<file path="src/rtl/rs_enc_pkg.sv">
`timescale 1ns/1ps
package rs_enc_pkg;

  // GF(2^m) product, shift-and-add, for elaboration-time use
  function automatic int gf_mul(int a, int b, int m, int poly);
    int r;
    int x;
    r = 0;
    x = a;
    for (int i = 0; i < m; i++) begin
      if (((b >> i) & 1) != 0) r = r ^ x;
      x = x << 1;
      if (((x >> m) & 1) != 0) x = x ^ poly;
    end
    return r;
  endfunction

  // alpha^e with alpha = 2
  function automatic int gf_pow(int e, int m, int poly);
    int r;
    int e2;
    r  = 1;
    e2 = e % ((1 << m) - 1);
    for (int i = 0; i < e2; i++) r = gf_mul(r, 2, m, poly);
    return r;
  endfunction

endpackage

</file>
<file path="src/rtl/rs_in_stage.sv">
`timescale 1ns/1ps
module rs_in_stage #(
  parameter int W   = 8,
  parameter bit REG = 1'b1
) (
  input  logic         clk_i,
  input  logic         rst_ni,
  input  logic [W-1:0] d_i,
  output logic [W-1:0] d_o
);
  if (REG) begin : g_reg
    logic [W-1:0] q;
    always_ff @(posedge clk_i or negedge rst_ni) begin
      if (!rst_ni) q <= '0;
      else         q <= d_i;
    end
    assign d_o = q;
  end else begin : g_thru
    assign d_o = d_i;
  end
endmodule

</file>
<file path="src/rtl/rs_ctrl.sv">
`timescale 1ns/1ps
module rs_ctrl #(
  parameter int SYM_W = 3,
  parameter int LEN_W = 3,
  parameter int CHK_W = 3
) (
  input  logic             clk_i,
  input  logic             rst_ni,
  input  logic             en_i,
  input  logic             byp_i,
  input  logic             start_i,
  input  logic [LEN_W-1:0] len_i,
  input  logic [CHK_W-1:0] chk_i,
  input  logic [SYM_W-1:0] data_i,
  output logic             ready_o,
  output logic             tag_vld_o,
  output logic             tag_byp_o,
  output logic             tag_start_o,
  output logic             tag_last_o,
  output logic [CHK_W-1:0] tag_chk_o,
  output logic [SYM_W-1:0] tag_data_o
);
  logic             in_blk_q;
  logic [LEN_W-1:0] left_q;
  logic [CHK_W-1:0] chk_q, hold_q;

  logic             accept, take_start, take_cont, is_last;
  logic [LEN_W-1:0] info_cnt;
  logic [CHK_W-1:0] chk_eff;

  assign ready_o    = (hold_q == '0);
  assign accept     = en_i & ready_o;
  assign info_cnt   = len_i - LEN_W'(chk_i);
  assign take_start = accept & ~byp_i & start_i;
  assign take_cont  = accept & ~byp_i & ~start_i & in_blk_q;
  assign is_last    = take_start ? (info_cnt == LEN_W'(1))
                                 : (take_cont & (left_q == LEN_W'(1)));
  assign chk_eff    = take_start ? chk_i : chk_q;

  always_ff @(posedge clk_i or negedge rst_ni) begin
    if (!rst_ni) begin
      in_blk_q <= 1'b0;
      left_q   <= '0;
      chk_q    <= '0;
      hold_q   <= '0;
    end else begin
      if (take_start) chk_q <= chk_i;
      if (take_start | take_cont) begin
        in_blk_q <= ~is_last;
        left_q   <= (take_start ? info_cnt : left_q) - LEN_W'(1);
      end
      // ready stays low while the check symbols drain
      if (is_last)              hold_q <= chk_eff;
      else if (hold_q != '0)    hold_q <= hold_q - CHK_W'(1);
    end
  end

  assign tag_vld_o   = accept & (byp_i | start_i | in_blk_q);
  assign tag_byp_o   = byp_i;
  assign tag_start_o = take_start;
  assign tag_last_o  = is_last;
  assign tag_chk_o   = chk_i;
  assign tag_data_o  = data_i;

  a_r5_ready_drops: assert property (@(posedge clk_i) disable iff (!rst_ni)
    is_last |=> !ready_o);

endmodule

</file>
<file path="src/rtl/rs_remainder.sv">
`timescale 1ns/1ps
module rs_remainder #(
  parameter int SYM_W      = 3,
  parameter int CHK_W      = 3,
  parameter int MAX_CHK    = 4,
  parameter int FIELD_POLY = 11,
  parameter int GEN_START  = 0,
  parameter int GEN_STEP   = 1
) (
  input  logic             clk_i,
  input  logic             rst_ni,
  input  logic             tag_vld_i,
  input  logic             tag_byp_i,
  input  logic             tag_start_i,
  input  logic             tag_last_i,
  input  logic [CHK_W-1:0] tag_chk_i,
  input  logic [SYM_W-1:0] tag_data_i,
  output logic             e_vld_o,
  output logic             e_par_o,
  output logic             e_first_o,
  output logic             e_last_o,
  output logic [SYM_W-1:0] e_data_o
);
  localparam logic [SYM_W-1:0] POLY_LO = SYM_W'(FIELD_POLY);

  function automatic int gen_coef(int t, int j);
    int c [0:MAX_CHK];
    int root;
    for (int k = 0; k <= MAX_CHK; k++) c[k] = (k == 0) ? 1 : 0;
    for (int i = 0; i < MAX_CHK; i++) begin
      if (i < t) begin
        root = rs_enc_pkg::gf_pow(GEN_STEP * (GEN_START + i), SYM_W, FIELD_POLY);
        for (int k = MAX_CHK; k >= 1; k--)
          c[k] = c[k-1] ^ rs_enc_pkg::gf_mul(root, c[k], SYM_W, FIELD_POLY);
        c[0] = rs_enc_pkg::gf_mul(root, c[0], SYM_W, FIELD_POLY);
      end
    end
    return c[j];
  endfunction

  function automatic logic [SYM_W-1:0] fmul(logic [SYM_W-1:0] a, logic [SYM_W-1:0] b);
    logic [SYM_W-1:0] r, x;
    r = '0;
    x = a;
    for (int i = 0; i < SYM_W; i++) begin
      if (b[i]) r = r ^ x;
      x = {x[SYM_W-2:0], 1'b0} ^ (x[SYM_W-1] ? POLY_LO : '0);
    end
    return r;
  endfunction

  logic [SYM_W-1:0] gtab [1:MAX_CHK][0:MAX_CHK-1];
  for (genvar t = 1; t <= MAX_CHK; t++) begin : g_row
    for (genvar j = 0; j < MAX_CHK; j++) begin : g_col
      localparam logic [SYM_W-1:0] COEF = SYM_W'(gen_coef(t, j));
      assign gtab[t][j] = COEF;
    end
  end

  logic [MAX_CHK-1:0][SYM_W-1:0] rem_q, rem_nx;
  logic [CHK_W-1:0]              chk_q, par_q, t_eff;
  logic [SYM_W-1:0]              coef [0:MAX_CHK-1];
  logic [SYM_W-1:0]              fb, top_rx, top_tx, lower;

  function automatic logic [SYM_W-1:0] pick(logic [MAX_CHK-1:0][SYM_W-1:0] v,
                                            logic [CHK_W-1:0] n);
    logic [SYM_W-1:0] r;
    r = '0;
    for (int j = 0; j < MAX_CHK; j++)
      if (n == CHK_W'(j + 1)) r = v[j];
    return r;
  endfunction

  always_comb begin
    t_eff  = tag_start_i ? tag_chk_i : chk_q;
    top_rx = tag_start_i ? '0 : pick(rem_q, t_eff);
    top_tx = pick(rem_q, chk_q);
    fb     = tag_data_i ^ top_rx;
    for (int j = 0; j < MAX_CHK; j++) coef[j] = '0;
    for (int t = 1; t <= MAX_CHK; t++)
      if (t_eff == CHK_W'(t))
        for (int j = 0; j < MAX_CHK; j++) coef[j] = gtab[t][j];
    for (int j = 0; j < MAX_CHK; j++) begin
      lower     = (j == 0 || tag_start_i) ? '0 : rem_q[(j == 0) ? 0 : j-1];
      rem_nx[j] = (CHK_W'(j) < t_eff) ? (lower ^ fmul(coef[j], fb)) : '0;
    end
  end

  always_ff @(posedge clk_i or negedge rst_ni) begin
    if (!rst_ni) begin
      rem_q     <= '0;
      chk_q     <= '0;
      par_q     <= '0;
      e_vld_o   <= 1'b0;
      e_par_o   <= 1'b0;
      e_first_o <= 1'b0;
      e_last_o  <= 1'b0;
      e_data_o  <= '0;
    end else if (par_q != '0) begin
      e_vld_o   <= 1'b1;
      e_par_o   <= 1'b1;
      e_first_o <= 1'b0;
      e_last_o  <= (par_q == CHK_W'(1));
      e_data_o  <= top_tx;
      rem_q     <= {rem_q[MAX_CHK-2:0], SYM_W'(0)};
      par_q     <= par_q - CHK_W'(1);
    end else if (tag_vld_i) begin
      e_vld_o   <= 1'b1;
      e_par_o   <= 1'b0;
      e_first_o <= tag_start_i & ~tag_byp_i;
      e_last_o  <= 1'b0;
      e_data_o  <= tag_data_i;
      if (!tag_byp_i) begin
        rem_q <= rem_nx;
        if (tag_start_i) chk_q <= tag_chk_i;
        if (tag_last_i)  par_q <= t_eff;
      end
    end else begin
      e_vld_o   <= 1'b0;
      e_par_o   <= 1'b0;
      e_first_o <= 1'b0;
      e_last_o  <= 1'b0;
    end
  end

  a_r5_quiet_in_check_phase: assert property (@(posedge clk_i) disable iff (!rst_ni)
    (par_q != '0) |-> !tag_vld_i);
  a_r7_bypass_keeps_rem: assert property (@(posedge clk_i) disable iff (!rst_ni)
    (tag_vld_i && tag_byp_i && par_q == '0) |=> $stable(rem_q));
  a_r2_checks_contiguous: assert property (@(posedge clk_i) disable iff (!rst_ni)
    (e_par_o && !e_last_o) |=> e_par_o);

endmodule

</file>
<file path="src/rtl/rs_out_stage.sv">
`timescale 1ns/1ps
module rs_out_stage #(
  parameter int SYM_W = 3
) (
  input  logic             clk_i,
  input  logic             rst_ni,
  input  logic             vld_i,
  input  logic             par_i,
  input  logic             first_i,
  input  logic             last_i,
  input  logic [SYM_W-1:0] data_i,
  output logic             valid_o,
  output logic             status_o,
  output logic             out_start_o,
  output logic             out_end_o,
  output logic [SYM_W-1:0] data_o
);
  always_ff @(posedge clk_i or negedge rst_ni) begin
    if (!rst_ni) begin
      valid_o     <= 1'b0;
      status_o    <= 1'b0;
      out_start_o <= 1'b0;
      out_end_o   <= 1'b0;
      data_o      <= '0;
    end else begin
      valid_o     <= vld_i;
      status_o    <= par_i;
      out_start_o <= first_i;
      out_end_o   <= last_i;
      data_o      <= data_i;
    end
  end

  a_r8_end_on_check: assert property (@(posedge clk_i) disable iff (!rst_ni)
    out_end_o |-> (status_o && valid_o));
  a_r8_start_on_info: assert property (@(posedge clk_i) disable iff (!rst_ni)
    out_start_o |-> (!status_o && valid_o));

endmodule

</file>
<file path="src/rtl/rs_dyn_encoder.sv">
`timescale 1ns/1ps
module rs_dyn_encoder #(
  parameter int SYM_W      = 3,
  parameter int FIELD_POLY = 11,
  parameter int MAX_LEN    = 7,
  parameter int MAX_CHK    = 4,
  parameter int GEN_START  = 0,
  parameter int GEN_STEP   = 1,
  parameter bit REG_IN     = 1'b1,
  localparam int LEN_W     = $clog2(MAX_LEN + 1),
  localparam int CHK_W     = $clog2(MAX_CHK + 1)
) (
  input  logic             clk_i,
  input  logic             rst_ni,
  input  logic             en_i,
  input  logic             bypass_i,
  input  logic             blk_start_i,
  input  logic [LEN_W-1:0] blk_len_i,
  input  logic [CHK_W-1:0] chk_num_i,
  input  logic [SYM_W-1:0] data_i,
  output logic             ready_o,
  output logic [SYM_W-1:0] data_o,
  output logic             valid_o,
  output logic             status_o,
  output logic             out_start_o,
  output logic             out_end_o
);
  localparam int TAG_W = 4 + CHK_W + SYM_W;

  logic             c_vld, c_byp, c_start, c_last;
  logic [CHK_W-1:0] c_chk;
  logic [SYM_W-1:0] c_data;
  logic [TAG_W-1:0] tag_raw, tag_reg;
  logic             r_vld, r_byp, r_start, r_last;
  logic [CHK_W-1:0] r_chk;
  logic [SYM_W-1:0] r_data;
  logic             e_vld, e_par, e_first, e_last;
  logic [SYM_W-1:0] e_data;

  rs_ctrl #(.SYM_W(SYM_W), .LEN_W(LEN_W), .CHK_W(CHK_W)) u_ctrl (
    .clk_i, .rst_ni,
    .en_i, .byp_i(bypass_i), .start_i(blk_start_i),
    .len_i(blk_len_i), .chk_i(chk_num_i), .data_i,
    .ready_o,
    .tag_vld_o(c_vld), .tag_byp_o(c_byp), .tag_start_o(c_start),
    .tag_last_o(c_last), .tag_chk_o(c_chk), .tag_data_o(c_data)
  );

  assign tag_raw = {c_vld, c_byp, c_start, c_last, c_chk, c_data};

  rs_in_stage #(.W(TAG_W), .REG(REG_IN)) u_in (
    .clk_i, .rst_ni, .d_i(tag_raw), .d_o(tag_reg)
  );

  assign {r_vld, r_byp, r_start, r_last, r_chk, r_data} = tag_reg;

  rs_remainder #(
    .SYM_W(SYM_W), .CHK_W(CHK_W), .MAX_CHK(MAX_CHK), .FIELD_POLY(FIELD_POLY),
    .GEN_START(GEN_START), .GEN_STEP(GEN_STEP)
  ) u_rem (
    .clk_i, .rst_ni,
    .tag_vld_i(r_vld), .tag_byp_i(r_byp), .tag_start_i(r_start),
    .tag_last_i(r_last), .tag_chk_i(r_chk), .tag_data_i(r_data),
    .e_vld_o(e_vld), .e_par_o(e_par), .e_first_o(e_first),
    .e_last_o(e_last), .e_data_o(e_data)
  );

  rs_out_stage #(.SYM_W(SYM_W)) u_out (
    .clk_i, .rst_ni,
    .vld_i(e_vld), .par_i(e_par), .first_i(e_first), .last_i(e_last), .data_i(e_data),
    .valid_o, .status_o, .out_start_o, .out_end_o, .data_o
  );

endmodule

</file>
<file path="config.mk">
export PLATFORM = sky130hd
export DESIGN_NAME = rs_dyn_encoder
export DESIGN_NICKNAME = d
export VERILOG_FILES = /design/src/rtl/rs_enc_pkg.sv /design/src/rtl/rs_in_stage.sv /design/src/rtl/rs_ctrl.sv /design/src/rtl/rs_remainder.sv /design/src/rtl/rs_out_stage.sv /design/src/rtl/rs_dyn_encoder.sv
export SDC_FILE = /design/constraint.sdc
export NUM_CORES = 1
export LEC_CHECK = 0
export BUFFER_PORTS_ARGS = -buffer_cell sky130_fd_sc_hd__buf_4
export CAP_MARGIN = 25
export CORE_ASPECT_RATIO = 0.6
export CORE_UTILIZATION = 45
export DETAILED_ROUTE_END_ITERATION = 10
export SYNTH_ARGS = -nofsm -noshare
export SYNTH_HDL_FRONTEND = slang
export SYNTH_SLANG_ARGS = --single-unit
</file>
<file path="constraint.sdc">
create_clock -name clk_i -period 6.2 [get_ports clk_i]
set_input_delay 0.31 -clock clk_i [delete_from_list [all_inputs] [get_ports clk_i]]
set_output_delay 0.31 -clock clk_i [all_outputs]
set_load 0.01 [all_outputs]
</file>
After elaboration in Yosys (flattened, before gate mapping)
Cells that the tools add are included.
{"block": "classes", "addsub": 4, "order_cmp": 4, "eq_ne": 12, "n_mux": 61, "n_bitwise": 36, "n_reduce_logical": 9}
{"cell": "$mux 3", "n": 39}
{"cell": "$mux 12", "n": 6}
{"cell": "$xor 3x3->3", "n": 20}
{"cell": "$mux 2", "n": 8}
{"cell": "$eq 3x1->1 const B", "n": 5}
{"cell": "$eq 3x2->1 const B", "n": 4}
{"cell": "$mux 10", "n": 1}
{"cell": "$sub 3x1->3 const B", "n": 3}
{"cell": "$and 1x1->1", "n": 8}
{"cell": "$mux 1", "n": 7}
{"cell": "$eq 3x3->1 const B", "n": 2}
{"cell": "$lt 1x3->1 const A", "n": 2}
{"cell": "$lt 2x3->1 const A", "n": 2}
{"cell": "$reduce_and 3->1", "n": 2}
{"cell": "$reduce_bool 2->1", "n": 3}
{"cell": "$reduce_bool 3->1", "n": 2}
{"cell": "$not 1->1", "n": 5}
{"cell": "$logic_not 3->1", "n": 1}
{"cell": "$or 1x1->1", "n": 3}
{"cell": "$sub 3x3->3", "n": 1}
{"cell": "$ne 2x1->1 const B", "n": 1}
{"cell": "$reduce_and 2->1", "n": 1}
{"block": "word_totals", "regBits": 52, "inputBits": 14, "out_inout_bits": 8, "elab_cells": 147}

Logic depth before layout (Yosys ltp)
{"block": "depth", "word_depth": 18, "depth_mapped": 13, "depth_no_buf": 12}

Modules after synthesis
Synthesis repeated with hierarchy kept, for this count alone.
{"block": "hier_totals", "cells_unflattened": 298, "hier_area_um2": 3066.7}
{"module": "rs_remainder", "instances": 1, "cells_per_inst": 217, "area_per_inst_um2": 1938.1, "seq_area_each_um2": 625.6}
{"module": "rs_ctrl", "instances": 1, "cells_per_inst": 64, "area_per_inst_um2": 703.2, "seq_area_each_um2": 250.2}
{"module": "rs_in_stage", "instances": 1, "cells_per_inst": 10, "area_per_inst_um2": 250.2, "seq_area_each_um2": 250.2}
{"module": "rs_out_stage", "instances": 1, "cells_per_inst": 7, "area_per_inst_um2": 175.2, "seq_area_each_um2": 175.2}

Worst setup path before layout
No wires, ideal clock.
{"block": "synth_path", "kind": "register to register", "start": "register u_in.g_reg.q[7], in the netlist u_in.d_o[7]", "end": "register u_rem.rem_q[3] in the netlist's numbering", "setup_time_ps": 69, "arrival_time_ps": 2356, "t_required_ps": 6131, "path_slack_ps": 3775, "stages_incl_launch_ff": 10, "path_buffers": 2, "synth_period_minus_slack_ps": 2425, "cell_sequence": "dfrtp_1 buf_6 buf_2 o21ai_2 a31oi_2 xnor2_2 or3_1 xnor2_1 or4_1 nand3_1"}
{"block": "synth_via", "elab_chain_cells": 18, "elab_cells_between_ends": 31, "cone_classes": "order compare: 1; eq/ne: 4; mux: 20; bitwise: 6"}
{"element": "start, declared", "line_no": "rs_in_stage.sv:12", "source": "logic [W-1:0] q;"}
{"element": "start signal, assigned", "line_no": "rs_in_stage.sv:15", "source": "else q <= d_i;"}
{"element": "$mux 3"}
{"element": "$eq 3x1->1", "line_no": "rs_remainder.sv:70, rs_remainder.sv:81"}
{"element": "$mux 3 (4 in series)", "line_no": "rs_remainder.sv:70", "source": "if (n == CHK_W'(j + 1)) r = v[j];"}
{"element": "$mux 3", "line_no": "rs_remainder.sv:76", "source": "top_rx = tag_start_i ? '0 : pick(rem_q, t_eff);"}
{"element": "$xor 3x3->3", "line_no": "rs_remainder.sv:78", "source": "fb = tag_data_i ^ top_rx;"}
{"element": "$mux 3", "line_no": "rs_remainder.sv:46", "source": "if (b[i]) r = r ^ x;"}
{"element": "$xor 3x3->3", "line_no": "rs_remainder.sv:46"}
{"element": "$mux 3", "line_no": "rs_remainder.sv:46"}
{"element": "$xor 3x3->3", "line_no": "rs_remainder.sv:46"}
{"element": "$mux 3", "line_no": "rs_remainder.sv:46"}
{"element": "$xor 3x3->3", "line_no": "rs_remainder.sv:85", "source": "rem_nx[j] = (CHK_W'(j) < t_eff) ? (lower ^ fmul(coef[j], fb)) : '0;"}
{"element": "$mux 3 (*)", "line_no": "rs_remainder.sv:85"}
{"element": "$mux 12 (*)", "line_no": "rs_remainder.sv:113", "source": "if (!tag_byp_i) begin"}
{"element": "$mux 12 (*)", "line_no": "rs_remainder.sv:107", "source": "end else if (tag_vld_i) begin"}
{"element": "$mux 12 (*)", "line_no": "rs_remainder.sv:99", "source": "end else if (par_q != '0) begin"}
{"element": "end signal, assigned", "line_no": "rs_remainder.sv:105", "source": "rem_q <= {rem_q[MAX_CHK-2:0], SYM_W'(0)};"}
{"element": "end signal, assigned", "line_no": "rs_remainder.sv:114", "source": "rem_q <= rem_nx;"}
{"element": "end, declared", "line_no": "rs_remainder.sv:60", "source": "logic [MAX_CHK-1:0][SYM_W-1:0] rem_q, rem_nx;"}
Mark *: on every way between the ends. The rest lies on a longest branch, timed or not. The select of a mux whose other input is x is not followed.
A chain may end at the register's enable or synchronous reset.

Final worst setup path
{"block": "layout_path", "start": "register u_in.g_reg.q[7], in the netlist u_in.d_o[7]", "end": "register u_rem.rem_q[8] in the netlist's numbering"}
{"block": "layout_via", "elab_chain_cells": 18, "elab_cells_between_ends": 29, "cone_classes": "order compare: 1; eq/ne: 4; mux: 18; bitwise: 6"}
{"element": "$mux 3"}
{"element": "$eq 3x1->1", "line_no": "rs_remainder.sv:70"}
{"element": "$mux 3 (4 in series)", "line_no": "rs_remainder.sv:70"}
{"element": "$mux 3", "line_no": "rs_remainder.sv:76"}
{"element": "$xor 3x3->3", "line_no": "rs_remainder.sv:78"}
{"element": "$mux 3", "line_no": "rs_remainder.sv:46"}
{"element": "$xor 3x3->3", "line_no": "rs_remainder.sv:46"}
{"element": "$mux 3", "line_no": "rs_remainder.sv:46"}
{"element": "$xor 3x3->3", "line_no": "rs_remainder.sv:46"}
{"element": "$mux 3", "line_no": "rs_remainder.sv:46"}
{"element": "$xor 3x3->3", "line_no": "rs_remainder.sv:85"}
{"element": "$mux 3 (*)", "line_no": "rs_remainder.sv:85"}
{"element": "$mux 12 (*)", "line_no": "rs_remainder.sv:113"}
{"element": "$mux 12 (*)", "line_no": "rs_remainder.sv:107"}
{"element": "$mux 12 (*)", "line_no": "rs_remainder.sv:99"}
Marked as above.

==> results.tsv <==
stage	metric	value	unit
synthesis	synthArstFlopShare	100.0	%
timing	worst_hold_slack	60.02	ps
clocking	clk_latency	300	ps
pwr	leakage	1.504	nW
synthesis	synth.area.top_cells	dfrtp_1, xnor2_1, mux2i_1, o21ai_0, nand2_1	
timing	hold_viol_final	0	
placement	place_hpwl	6326	um
global_route	grtUsageTotal	24.69	%
clocking	hold_buffers	0	
clocking	cts_resized	0	
timing	fin_crit_sh	52.64	%
outcome	violations	DRC	
pwr	ir_drop	0.0001903	V
placement	dpl_cell_area	3482	um^2
synthesis	synth-seq-area-share	39.71	%
worst_setup_path	worst-path-max-fanout	25	
global_route	grt_pass1_vias	2483	
routing	dr_total_vias	2754	
cells_and_area	multi_input_area	1832	um^2
routing	drc	4	
synthesis	syn-instance-count	339	
timing	setup_viol	0	
routing	drt.antenna.violating_nets	0	
clocking	numCtsBuffers	5	
timing	period_minus_slack	3264	ps
synthesis	ys_ff_latch	52	
cells_and_area	syn_to_final_growth	11.68	%
worst_setup_path	endpoint_kind	flop	
routing	wl_per_cell	19.43	um
cells_and_area	final_area	3660	um^2
synthesis	post_synth.cell_area_avg	9.666	um^2
synthesis	synth_nets	362	
worst_setup_path	worstPathArrival	3470	ps
clocking	clockBufferDepth	2	
placement	place_congestion	0.9567	
global_route	grt_pass1_wl	13880	um
run	max_cap_viol_count	0	
routing	wl	8587	um
worst_setup_path	critPathKind	reg -> reg	
outcome	status	finished, violations left	
floorplan	core-area	6849	um^2
timing	worst_pin_slew	1031	ps
floorplan	ios	22	
clocking	tritoncts	yes	
synthesis	yosysWarnings	0	
timing	finClkSkew	5.455	ps
timing	finalMaxSlewViolations	0	
routing	dr.first_iter.drc_count	311	
clocking	post-cts-setup-buffers	0	
clocking	clock_sinks	52	
clocking	htree_levels	2	
cells_and_area	register_area	1301	um^2
floorplan	rows	23	
clocking	ctsRootBufferMaster	clkbuf_16	
cells_and_area	n_antenna_cell	0	
timing	grt_setup_unrepaired	false	
worst_setup_path	startpoint_type	flop	
placement	numPortBuffers	21	
routing	first_pass_iters	8	
clocking	clk_pin_slew	70	ps
synthesis	synthDistinctLibCells	70	
floorplan	initial_utilization	47.84	%
global_route	antenna_found_initial	0	
routing	via_per_inst	6.231	
cells_and_area	drive_gt1_share	14.93	%
global_route	grt_max_degree	53	
synthesis	yosysTopAreaCell	dfrtp_1	
synthesis	synth_area	3277	um^2
worst_hold_path	hp-class	in -> async	
synthesis	synth_edf_count	0	
synthesis	netlist_top_cells_count	dfrtp_1, nand2_1, nor2_1	
timing	fmax	306.4	MHz
synthesis	synth_top_area_share	39.71	%
timing	maxSlewHeadroom	31.03	%
pwr	cellPowerDensity	353.3	nW/um^2
cells_and_area	post-route-util	53.43	%
worst_setup_path	critical_path_required	6410	ps
cells_and_area	fillers	612	
global_route	grt-ovfl-total	0	
synthesis	yosysMostFrequentCell	dfrtp_1	
synthesis	synth_ff_type	dfrtp_1	
timing	setup_tns	0	ps
floorplan	die_h	68.10	um
cells_and_area	final_net_count	377	
floorplan	die_area	7638	um^2
floorplan	die_x	112.2	um
[cell type report]
class                           instances  share of cell area, %
Sequential cell                        52                  35.56
Clock inverter                          2                  1.060
Inverter                               20                  2.051
Tap cell                               87                  2.974
Timing Repair Buffer                   22                  4.513
Multi-Input combinational cell        253                  50.05
Clock buffer                            6                  3.795
[power breakdown]
group          switching, mW  total, mW  internal [mW]
Combinational          0.270      0.479          0.209
Clock                  0.128      0.331          0.202
Sequential            0.0639      0.483          0.419
Total                  0.462       1.29          0.831
[per-stage QoR]
stage | setup slack, ps | power (mW) | cells
2_1_floorplan | 3775 | 0.8242 | 339
3_3_place_gp | 3021 | 0.9482 | 434
3_5_place_dp | 3021 | 0.9596 | 434
4_1_cts | 2999 | 1.295 | 442
5_1_grt | 2731 | 1.376 | 442
6_report | 2936 | 1.293 | 442
[flip-flops by register name, summed over array words and instances (netlist names)]
| name | cells |
|---|---|
| u_ctrl.chk_q | 3 |
| u_rem.e_first_o | 1 |
| u_out.out_start_o | 1 |
| u_rem.e_vld_o | 1 |
| u_rem.e_par_o | 1 |
| u_in.d_o | 10 |
| u_out.valid_o | 1 |
| u_rem.e_last_o | 1 |
| u_out.data_o | 3 |
| u_ctrl.in_blk_q | 1 |
| u_out.status_o | 1 |
| u_rem.rem_q | 12 |
| u_rem.par_q | 3 |
| u_rem.e_data_o | 3 |
| u_out.out_end_o | 1 |
| u_ctrl.left_q | 3 |
| u_ctrl.hold_q | 3 |
| u_rem.chk_q | 3 |
[layout by cell type (no fill, tap or decap), types with 2 or more instances in the layout]
cell type   n
o211ai_1    3
o22ai_1     5
nor3_1      4
or3_1       4
o21ai_2     3
ha_1        8
or2_2       3
a21oi_1    17
nor2_1     25
o21ai_0    24
dfrtp_1    52
o21ai_1     6
or2_1       2
xnor3_1     3
nand2_1    30
and2_1      2
o31ai_1     4
nor2b_1    10
o221ai_1    2
mux2_2      2
o21a_1      2
xor2_1      6
a221o_1     2
a22oi_1     7
and3b_1     3
nor3b_1     3
xnor2_1    15
mux2i_1    13
or4_1       2
nand4b_1    2
buf_4      22
clkbuf_16   5
a211oi_1    2
a221oi_1    3
inv_1      19
nand3_1     4
nand3b_1    3
[metal layers]
layer | wire length, um | GRT usage, % | vias up
met5 | 0 | 0 | -
met4 | 104 | 7.167 | 0
met3 | 820 | 5.757 | 12
met2 | 3184 | 31.52 | 144
met1 | 4478 | 39.64 | 1349
li1 | - | - | 1249
[critical path, cell delays in order, from the launching register on]
cell,delay [ps]
dfrtp_1,940
mux2i_1,310
a211o_1,390
a221oi_4,380
nor2_1,150
xnor3_1,440
o21ai_0,240
a21oi_1,110
o31ai_2,210
[cell families (layout without fill, tap and decap cells)]
kind of cell	count (synthesis)	after routing	share of synthesized area, %
AO/OA/AOI/OAI	99	99	22.15
AND/OR/NAND/NOR	105	105	17.26
flip-flops	52	52	39.71
multiplexers	15	15	4.658
adder cells (fa/ha/maj)	9	9	3.666
XOR/XNOR	25	25	8.171
buffers and inverters	34	50	4.391
[worst paths after layout]
path                               startpoint              end  slack [ps]  cells after the start
worst max-delay path              u_in.d_o[7]   u_rem.rem_q[8]        2940                      8
worst min-delay path                   rst_ni  u_out.out_end_o          60                      1
worst max register to register    u_in.d_o[7]   u_rem.rem_q[8]        2940                      8
worst min register to register  u_rem.e_vld_o    u_out.valid_o         350                      0
max in group asynchronous              rst_ni   u_rem.chk_q[1]        5700                      1
min in group clk_i                  data_i[1]      u_in.d_o[1]         120                      1
(Power assumes the default switching activity.)
